File: src/rtl/usbrx_pkg.sv
package usbrx_pkg;

    typedef enum logic [1:0] {
        BUF_EMPTY   = 2'd0,
        BUF_FILLING = 2'd1,
        BUF_FULL    = 2'd2
    } buf_state_e;

    typedef struct packed {
        logic wr;
        logic commit;
        logic rel;
        logic clear;
    } bank_cmd_t;

    localparam int unsigned NBUF = 2;

    function automatic logic is_held(input buf_state_e s);
        return s == BUF_FULL;
    endfunction

    function automatic logic is_busy(input buf_state_e s);
        return s == BUF_FILLING;
    endfunction

endpackage

File: src/rtl/usbrx_bank.sv
module usbrx_bank
    import usbrx_pkg::*;
#(
    parameter int unsigned DATA_W  = 8,
    parameter int unsigned MAX_PKT = 64,
    parameter int unsigned CNT_W   = $clog2(MAX_PKT + 1),
    parameter int unsigned AW      = $clog2(MAX_PKT)
) (
    input  logic              clk,
    input  logic              rst,
    input  bank_cmd_t         cmd,
    input  logic [DATA_W-1:0] wr_data,
    input  logic [AW-1:0]     rd_addr,
    output buf_state_e        state,
    output logic [CNT_W-1:0]  count,
    output logic [DATA_W-1:0] rd_byte
);

    localparam logic [CNT_W-1:0] CAP = CNT_W'(MAX_PKT);

    logic [DATA_W-1:0] mem [MAX_PKT];
    logic              room;
    logic              take;

    assign room    = count < CAP;
    assign take    = cmd.wr && room && !is_held(state);
    assign rd_byte = mem[rd_addr];

    always_ff @(posedge clk) begin
        if (take) begin
            mem[count[AW-1:0]] <= wr_data;
        end
    end

    always_ff @(posedge clk) begin
        if (rst) begin
            state <= BUF_EMPTY;
            count <= '0;
        end else begin
            unique case (state)
                BUF_EMPTY: begin
                    if (cmd.wr) begin
                        count <= CNT_W'(1);
                        state <= cmd.commit ? BUF_FULL : BUF_FILLING;
                    end else if (cmd.commit) begin
                        count <= '0;
                        state <= BUF_FULL;
                    end
                end
                BUF_FILLING: begin
                    if (take) begin
                        count <= count + CNT_W'(1);
                    end
                    if (cmd.commit) begin
                        state <= BUF_FULL;
                    end
                end
                BUF_FULL: begin
                    if (cmd.clear || cmd.rel) begin
                        state <= BUF_EMPTY;
                        count <= '0;
                    end
                end
                default: begin
                    state <= BUF_EMPTY;
                    count <= '0;
                end
            endcase
        end
    end

    assert_count_bound_R1: assert property (@(posedge clk) disable iff (rst)
        count <= CAP);

    assert_clear_spares_filling_R7: assert property (@(posedge clk) disable iff (rst)
        (state == BUF_FILLING && cmd.clear) |=> state != BUF_EMPTY);

    assert_full_holds_R6: assert property (@(posedge clk) disable iff (rst)
        (state == BUF_FULL && !cmd.rel && !cmd.clear) |=> (state == BUF_FULL && $stable(count)));

endmodule

File: src/rtl/usbrx_usb_side.sv
module usbrx_usb_side
    import usbrx_pkg::*;
(
    input  logic                  clk,
    input  logic                  rst,
    input  buf_state_e [NBUF-1:0] st,
    input  logic                  usb_wr_en,
    input  logic                  usb_pkt_end,
    output logic [NBUF-1:0]       wr_vec,
    output logic [NBUF-1:0]       commit_vec,
    output logic                  usb_sel,
    output logic                  usb_nak
);

    logic accept;

    assign usb_nak = is_held(st[usb_sel]);
    assign accept  = !usb_nak;

    always_comb begin
        wr_vec     = '0;
        commit_vec = '0;
        wr_vec[usb_sel]     = usb_wr_en && accept;
        commit_vec[usb_sel] = usb_pkt_end && accept;
    end

    always_ff @(posedge clk) begin
        if (rst) begin
            usb_sel <= 1'b0;
        end else if (usb_pkt_end && accept) begin
            usb_sel <= ~usb_sel;
        end
    end

    assert_nak_blocks_commit_R6: assert property (@(posedge clk) disable iff (rst)
        (usb_nak && usb_pkt_end) |=> $stable(usb_sel));

endmodule

File: src/rtl/usbrx_cpu_side.sv
module usbrx_cpu_side
    import usbrx_pkg::*;
#(
    parameter int unsigned DATA_W = 8,
    parameter int unsigned CNT_W  = 7,
    parameter int unsigned AW     = 6
) (
    input  logic                              clk,
    input  logic                              rst,
    input  buf_state_e [NBUF-1:0]             st,
    input  logic [NBUF-1:0][CNT_W-1:0]        cnt,
    input  logic [NBUF-1:0][DATA_W-1:0]       bytes,
    input  logic                              usb_sel,
    input  logic                              fifo_clr,
    input  logic                              cpu_rd_en,
    input  logic                              cpu_rd_finish,
    output logic [NBUF-1:0]                   rel_vec,
    output logic [AW-1:0]                     rd_addr,
    output logic [DATA_W-1:0]                 cpu_rd_data,
    output logic                              cpu_overread,
    output logic [CNT_W-1:0]                  cpu_rx_size,
    output logic                              cpu_data_avail
);

    logic             cpu_sel;
    logic [CNT_W-1:0] rd_ptr;
    logic             rd_ok;
    logic             finish_ok;

    assign cpu_data_avail = is_held(st[cpu_sel]);
    assign cpu_rx_size    = cpu_data_avail ? cnt[cpu_sel] : '0;
    assign rd_ok          = cpu_rd_en && (rd_ptr < cpu_rx_size);
    assign finish_ok      = cpu_rd_finish && cpu_data_avail;
    assign rd_addr        = rd_ptr[AW-1:0];

    always_comb begin
        rel_vec = '0;
        rel_vec[cpu_sel] = finish_ok;
    end

    always_ff @(posedge clk) begin
        if (rst) begin
            cpu_sel      <= 1'b0;
            rd_ptr       <= '0;
            cpu_rd_data  <= '0;
            cpu_overread <= 1'b0;
        end else begin
            cpu_overread <= cpu_rd_en && !rd_ok;
            if (cpu_rd_en) begin
                cpu_rd_data <= rd_ok ? bytes[cpu_sel] : '0;
            end
            if (fifo_clr) begin
                cpu_sel <= usb_sel;
                rd_ptr  <= '0;
            end else if (finish_ok) begin
                cpu_sel <= ~cpu_sel;
                rd_ptr  <= '0;
            end else if (rd_ok) begin
                rd_ptr <= rd_ptr + CNT_W'(1);
            end
        end
    end

    assert_ptr_within_size_R3: assert property (@(posedge clk) disable iff (rst)
        rd_ptr <= cpu_rx_size);

    assert_overread_needs_read_R3: assert property (@(posedge clk) disable iff (rst)
        cpu_overread |-> $past(cpu_rd_en));

endmodule

File: src/rtl/usb_rx_pingpong.sv
module usb_rx_pingpong
    import usbrx_pkg::*;
#(
    parameter int unsigned DATA_W  = 8,
    parameter int unsigned MAX_PKT = 64,
    localparam int unsigned CNT_W  = $clog2(MAX_PKT + 1),
    localparam int unsigned AW     = $clog2(MAX_PKT)
) (
    input  logic              clk,
    input  logic              rst,
    input  logic              usb_wr_en,
    input  logic [DATA_W-1:0] usb_wr_data,
    input  logic              usb_pkt_end,
    output logic              usb_nak,
    input  logic              fifo_clr,
    input  logic              cpu_rd_en,
    output logic [DATA_W-1:0] cpu_rd_data,
    output logic              cpu_overread,
    output logic [CNT_W-1:0]  cpu_rx_size,
    input  logic              cpu_rd_finish,
    output logic              cpu_data_avail
);

    buf_state_e [NBUF-1:0]        st;
    logic [NBUF-1:0][CNT_W-1:0]   cnt;
    logic [NBUF-1:0][DATA_W-1:0]  bytes;
    logic [NBUF-1:0]              wr_vec;
    logic [NBUF-1:0]              commit_vec;
    logic [NBUF-1:0]              rel_vec;
    logic [AW-1:0]                rd_addr;
    logic                         usb_sel;

    usbrx_usb_side u_usb (
        .clk        (clk),
        .rst        (rst),
        .st         (st),
        .usb_wr_en  (usb_wr_en),
        .usb_pkt_end(usb_pkt_end),
        .wr_vec     (wr_vec),
        .commit_vec (commit_vec),
        .usb_sel    (usb_sel),
        .usb_nak    (usb_nak)
    );

    for (genvar g = 0; g < NBUF; g++) begin : g_bank
        bank_cmd_t cmd;
        assign cmd.wr     = wr_vec[g];
        assign cmd.commit = commit_vec[g];
        assign cmd.rel    = rel_vec[g];
        assign cmd.clear  = fifo_clr;

        usbrx_bank #(
            .DATA_W (DATA_W),
            .MAX_PKT(MAX_PKT),
            .CNT_W  (CNT_W),
            .AW     (AW)
        ) u_bank (
            .clk    (clk),
            .rst    (rst),
            .cmd    (cmd),
            .wr_data(usb_wr_data),
            .rd_addr(rd_addr),
            .state  (st[g]),
            .count  (cnt[g]),
            .rd_byte(bytes[g])
        );
    end

    usbrx_cpu_side #(
        .DATA_W(DATA_W),
        .CNT_W (CNT_W),
        .AW    (AW)
    ) u_cpu (
        .clk           (clk),
        .rst           (rst),
        .st            (st),
        .cnt           (cnt),
        .bytes         (bytes),
        .usb_sel       (usb_sel),
        .fifo_clr      (fifo_clr),
        .cpu_rd_en     (cpu_rd_en),
        .cpu_rd_finish (cpu_rd_finish),
        .rel_vec       (rel_vec),
        .rd_addr       (rd_addr),
        .cpu_rd_data   (cpu_rd_data),
        .cpu_overread  (cpu_overread),
        .cpu_rx_size   (cpu_rx_size),
        .cpu_data_avail(cpu_data_avail)
    );

    assert_nak_implies_avail_R8: assert property (@(posedge clk) disable iff (rst)
        usb_nak |-> cpu_data_avail);

    assert_swap_exposes_next_R4: assert property (@(posedge clk) disable iff (rst)
        (cpu_rd_finish && usb_nak && !fifo_clr) |=> (cpu_data_avail && !usb_nak));

endmodule

File: config.mk
export PLATFORM = sky130hd
export DESIGN_NAME = usb_rx_pingpong
export DESIGN_NICKNAME = d
export VERILOG_FILES = /design/src/rtl/usbrx_pkg.sv /design/src/rtl/usbrx_bank.sv /design/src/rtl/usbrx_usb_side.sv /design/src/rtl/usbrx_cpu_side.sv /design/src/rtl/usb_rx_pingpong.sv
export SDC_FILE = /design/constraint.sdc
export NUM_CORES = 1
export LEC_CHECK = 0
export ABC_AREA = 1
export BUFFER_PORTS_ARGS = -buffer_cell sky130_fd_sc_hd__buf_4
export CORE_ASPECT_RATIO = 1.2
export CORE_MARGIN = 10
export CORE_UTILIZATION = 56
export DETAILED_ROUTE_END_ITERATION = 6
export HOLD_SLACK_MARGIN = 0.08
export PLACE_DENSITY = 0.71
export SETUP_SLACK_MARGIN = 0.05
export SLEW_MARGIN = 20
export SYNTH_ARGS = -nofsm -noshare
export SYNTH_HDL_FRONTEND = slang
export SYNTH_SLANG_ARGS = --single-unit
File: constraint.sdc
create_clock -name clk -period 2.4 [get_ports clk]
set_input_delay 0.48 -clock clk [delete_from_list [all_inputs] [get_ports clk]]
set_output_delay 0.48 -clock clk [all_outputs]
set_load 0.01 [all_outputs]
==> flow_metrics.env <==
export IMPL_synth_simple_gate_area_frac=0.231
export IMPL_synth_yosys_seq_area_share=0.678
export IMPL_busiest_layer="met2"
export IMPL_rsz0062_at_grt="yes"
export IMPL_max_clock_path_buffers=3
export IMPL_start_util=0.566
export IMPL_ys_ff_latch=1066
export IMPL_grt_pass1_vias=30800
export IMPL_startpoint_type="register"
export IMPL_synth_top_area_share=0.660
export IMPL_ctsHtreeMaxLevel=3
export IMPL_synthAdderAreaFrac=0.00242
export IMPL_postRouteAntennaNets=0
export IMPL_viasPerCell=5.41
export IMPL_drtIter0Drc=3404
export IMPL_grt_max_degree=86
export IMPL_dp_cells=5788
export IMPL_netlist_area_um2=46600
export IMPL_layout_min_cycle_time_ns=2.32
export IMPL_rows=115
export IMPL_drive_above_1_share=0.125
export IMPL_yosysTopAreaCell="edfxtp_1"
export IMPL_reg2reg_depth=14
export IMPL_grt_overflow=0
export IMPL_antenna_found_initial=0
export IMPL_synth_common_cells="nand2_1, edfxtp_1, nand3_1, inv_1, nor2_1"
export IMPL_stdcell_count=5981
export IMPL_ys_warn_count=0
export IMPL_pwr_density_cell_nw_per_um2=710
export IMPL_cts_buffers=98
export IMPL_finClkSkew_ns=0.0172
export IMPL_synth_edf_count=1024
export IMPL_wl_per_cell_um=19.3
export IMPL_synth_xor_area_frac=0
export IMPL_fillers=6296
export IMPL_synth_compound_area_frac=0.00707
export IMPL_hold_viol=0
export IMPL_syn_to_final_growth_pct=14.8
export IMPL_end_kind="register"
export IMPL_core_area_um2=82300
export IMPL_num_vias=32400
export IMPL_synth_distinct_cells=33
export IMPL_yosys_mux_area_fraction=0
export IMPL_synth_top_family_by_area="simple AND/OR/NAND/NOR gates"
export IMPL_worstPathRequired_ns=2.95
export IMPL_clock_latency_ns=0.66
export IMPL_maxSlewHeadroom=0.555
export IMPL_nets=4817
export IMPL_antenna_cells=0
export IMPL_fin_tns_setup_ns=0
export IMPL_ys_flop_type="edfxtp_1"
export IMPL_drv_slew=0
export IMPL_fmax_ghz=0.431
export IMPL_dieArea_um2=95100
export IMPL_postSynthAreaPerCell_um2=10.2
export IMPL_setup_violations_final=0
export IMPL_drc_errors=0
export IMPL_cts_root_buffer="clkbuf_16"
export IMPL_numPortBuffers=32
export IMPL_met1_usage=0.311
export IMPL_synth_cells=4585
export IMPL_period_share=0.967
export IMPL_gp_congestion=0.924
export IMPL_grtUsageMet2=0.396
export IMPL_cp_arrival_ns=2.87
export IMPL_min_delay_path_depth=3
export IMPL_path_clk_slew_ns=0.06
export IMPL_track_usage=0.236
export IMPL_maxCapViolCount=0
export IMPL_firstDrtPassIters=6
export IMPL_stdcell_area_um2=53500
export IMPL_power_leakage_nw=22.0
export IMPL_fp_dieW_um=283
export IMPL_synth_net_count=4609
export IMPL_synthArstFlopShare=0
export IMPL_die_y_um=336
export IMPL_drt_total_wl_um=115000
export IMPL_grt_first_pass_wirelength_um=174000
export IMPL_io_pins=33
export IMPL_met3_usage=0.0387
export IMPL_worstSetupPathType="register to register"
export IMPL_status="finished clean"
export IMPL_peakVddDrop_mv=0.632
export IMPL_path_max_fanout=28
export IMPL_hp_class="primary input to register"
export IMPL_cts_sinks=1066
export IMPL_synthTopCellsByArea="edfxtp_1, nand2_1, nand3_1"
export IMPL_synth_most_common_cell="nand2_1"
export IMPL_dpl_instance_area_um2=49900
export IMPL_worst_slew_pin_slew_ns=0.668
export IMPL_cts_tree="done"
export IMPL_post_dp_hpwl_um=71500
-- layout by cell type (no fill, tap or decap), types with 10 or more instances in the layout --
master / synthesis / routed
or2_2: 64 / 64
dfxtp_1: 42 / 35
a21oi_2: 1 / 10
nor2_1: 161 / 153
buf_6: 14 / 14
clkbuf_16: 0 / 103
inv_1: 694 / 687
nor3_1: 18 / 17
nand3_1: 848 / 841
edfxtp_1: 1024 / 1024
buf_12: 0 / 53
a21oi_1: 37 / 28
clkinv_1: 2 / 21
clkinv_2: 0 / 18
clkbuf_1: 70 / 20
nand2_1: 1407 / 1401
buf_4: 6 / 264
-- through the flow --
| step | util | hold WS, ns | worst slack [ns] | total power [mW] |
|---|---|---|---|---|
| final | 0.650 | 0.131 | 0.0785 | 38.0 |
| after global routing | 0.650 | 0.133 | -0.0396 | 39.0 |
| after CTS | 0.645 | 0.0926 | 0.0426 | 38.0 |
| after detailed placement | 0.607 | 0.479 | 0.0520 | 23.1 |
| after global placement | 0.607 | 0.476 | 0.0720 | 23.1 |
| after floorplan | - | 0.442 | 0.0940 | 22.1 |
-- cells by family (layout without fill, tap and decap cells) --
kind of cell    count (synthesis)  after routing
simple gates                 2517           2517
compound gates                 62             62
fa+ha+maj                       9              9
buf+inv                       931           1216
flops                        1066           1066
-- timing repair --
action | in CTS | in global routing
pin swaps | 6 | 22
resized for setup | 17 | 67
cloned | 0 | 2
endpoints found under the hold margin | 1 | 0
hold buffers | 1 | 0
setup endpoints to repair | 17 | 287
buffers inserted | 3 | 10
-- cell type report --
| type | count | area (µm²) | share of cell area |
|---|---|---|---|
| Clock buffer | 124 | 2630 | 0.0492 |
| Clock inverter | 53 | 445 | 0.00833 |
| Timing Repair Buffer | 337 | 3340 | 0.0625 |
| Sequential cell | 1066 | 31600 | 0.591 |
| Tap cell | 1111 | 1390 | 0.0260 |
| Multi-Input combinational cell | 2588 | 11400 | 0.213 |
| Inverter | 702 | 2670 | 0.0499 |
-- worst paths after layout --
path,startpoint,endpoint,slack [ns]
max,register,u_cpu.cpu_rd_data[2],0.08
min,usb_pkt_end,g_bank[0].u_bank.state[1],0.13
max reg2reg,register,u_cpu.cpu_rd_data[2],0.08
min reg2reg,g_bank[1].u_bank.count[6],g_bank[1].u_bank.count[6],0.51
-- worst max-delay path, stage by stage, from the launching register on --
cell	delay (ns)
dfxtp_4	0.37
buf_4	0.15
buf_12	0.16
buf_4	0.18
or2_2	0.29
nand3_1	0.07
nand2_1	0.05
nand2_1	0.06
nand3_1	0.06
nand3_1	0.20
nand3_1	0.17
nand2_1	0.16
nand2_1	0.11
nand3_2	0.10
a21oi_2	0.06
-- registers in the layout (all words and copies together), names as in the netlist, named ones only --
| name | cells |
|---|---|
| g_bank.u_bank.count | 14 |
| g_bank.u_bank.mem | 1024 |
| g_bank.u_bank.state | 4 |
| u_cpu.cpu_overread | 1 |
| u_cpu.cpu_rd_data | 8 |
| u_cpu.cpu_sel | 1 |
| u_cpu.rd_ptr | 7 |
| u_usb.usb_sel | 1 |
-- routing by layer --
metal,wire [µm],up-vias
met4,3220,0
met1,45900,15400
li1,-,15400
met5,0,-
met3,10400,221
met2,55900,1385
-- power by group --
part	switching, mW	internal, mW
registers	0.0625	20.4
clock network	6.63	8.49
logic	1.60	0.742
Power figures use the tool's default switching activity.
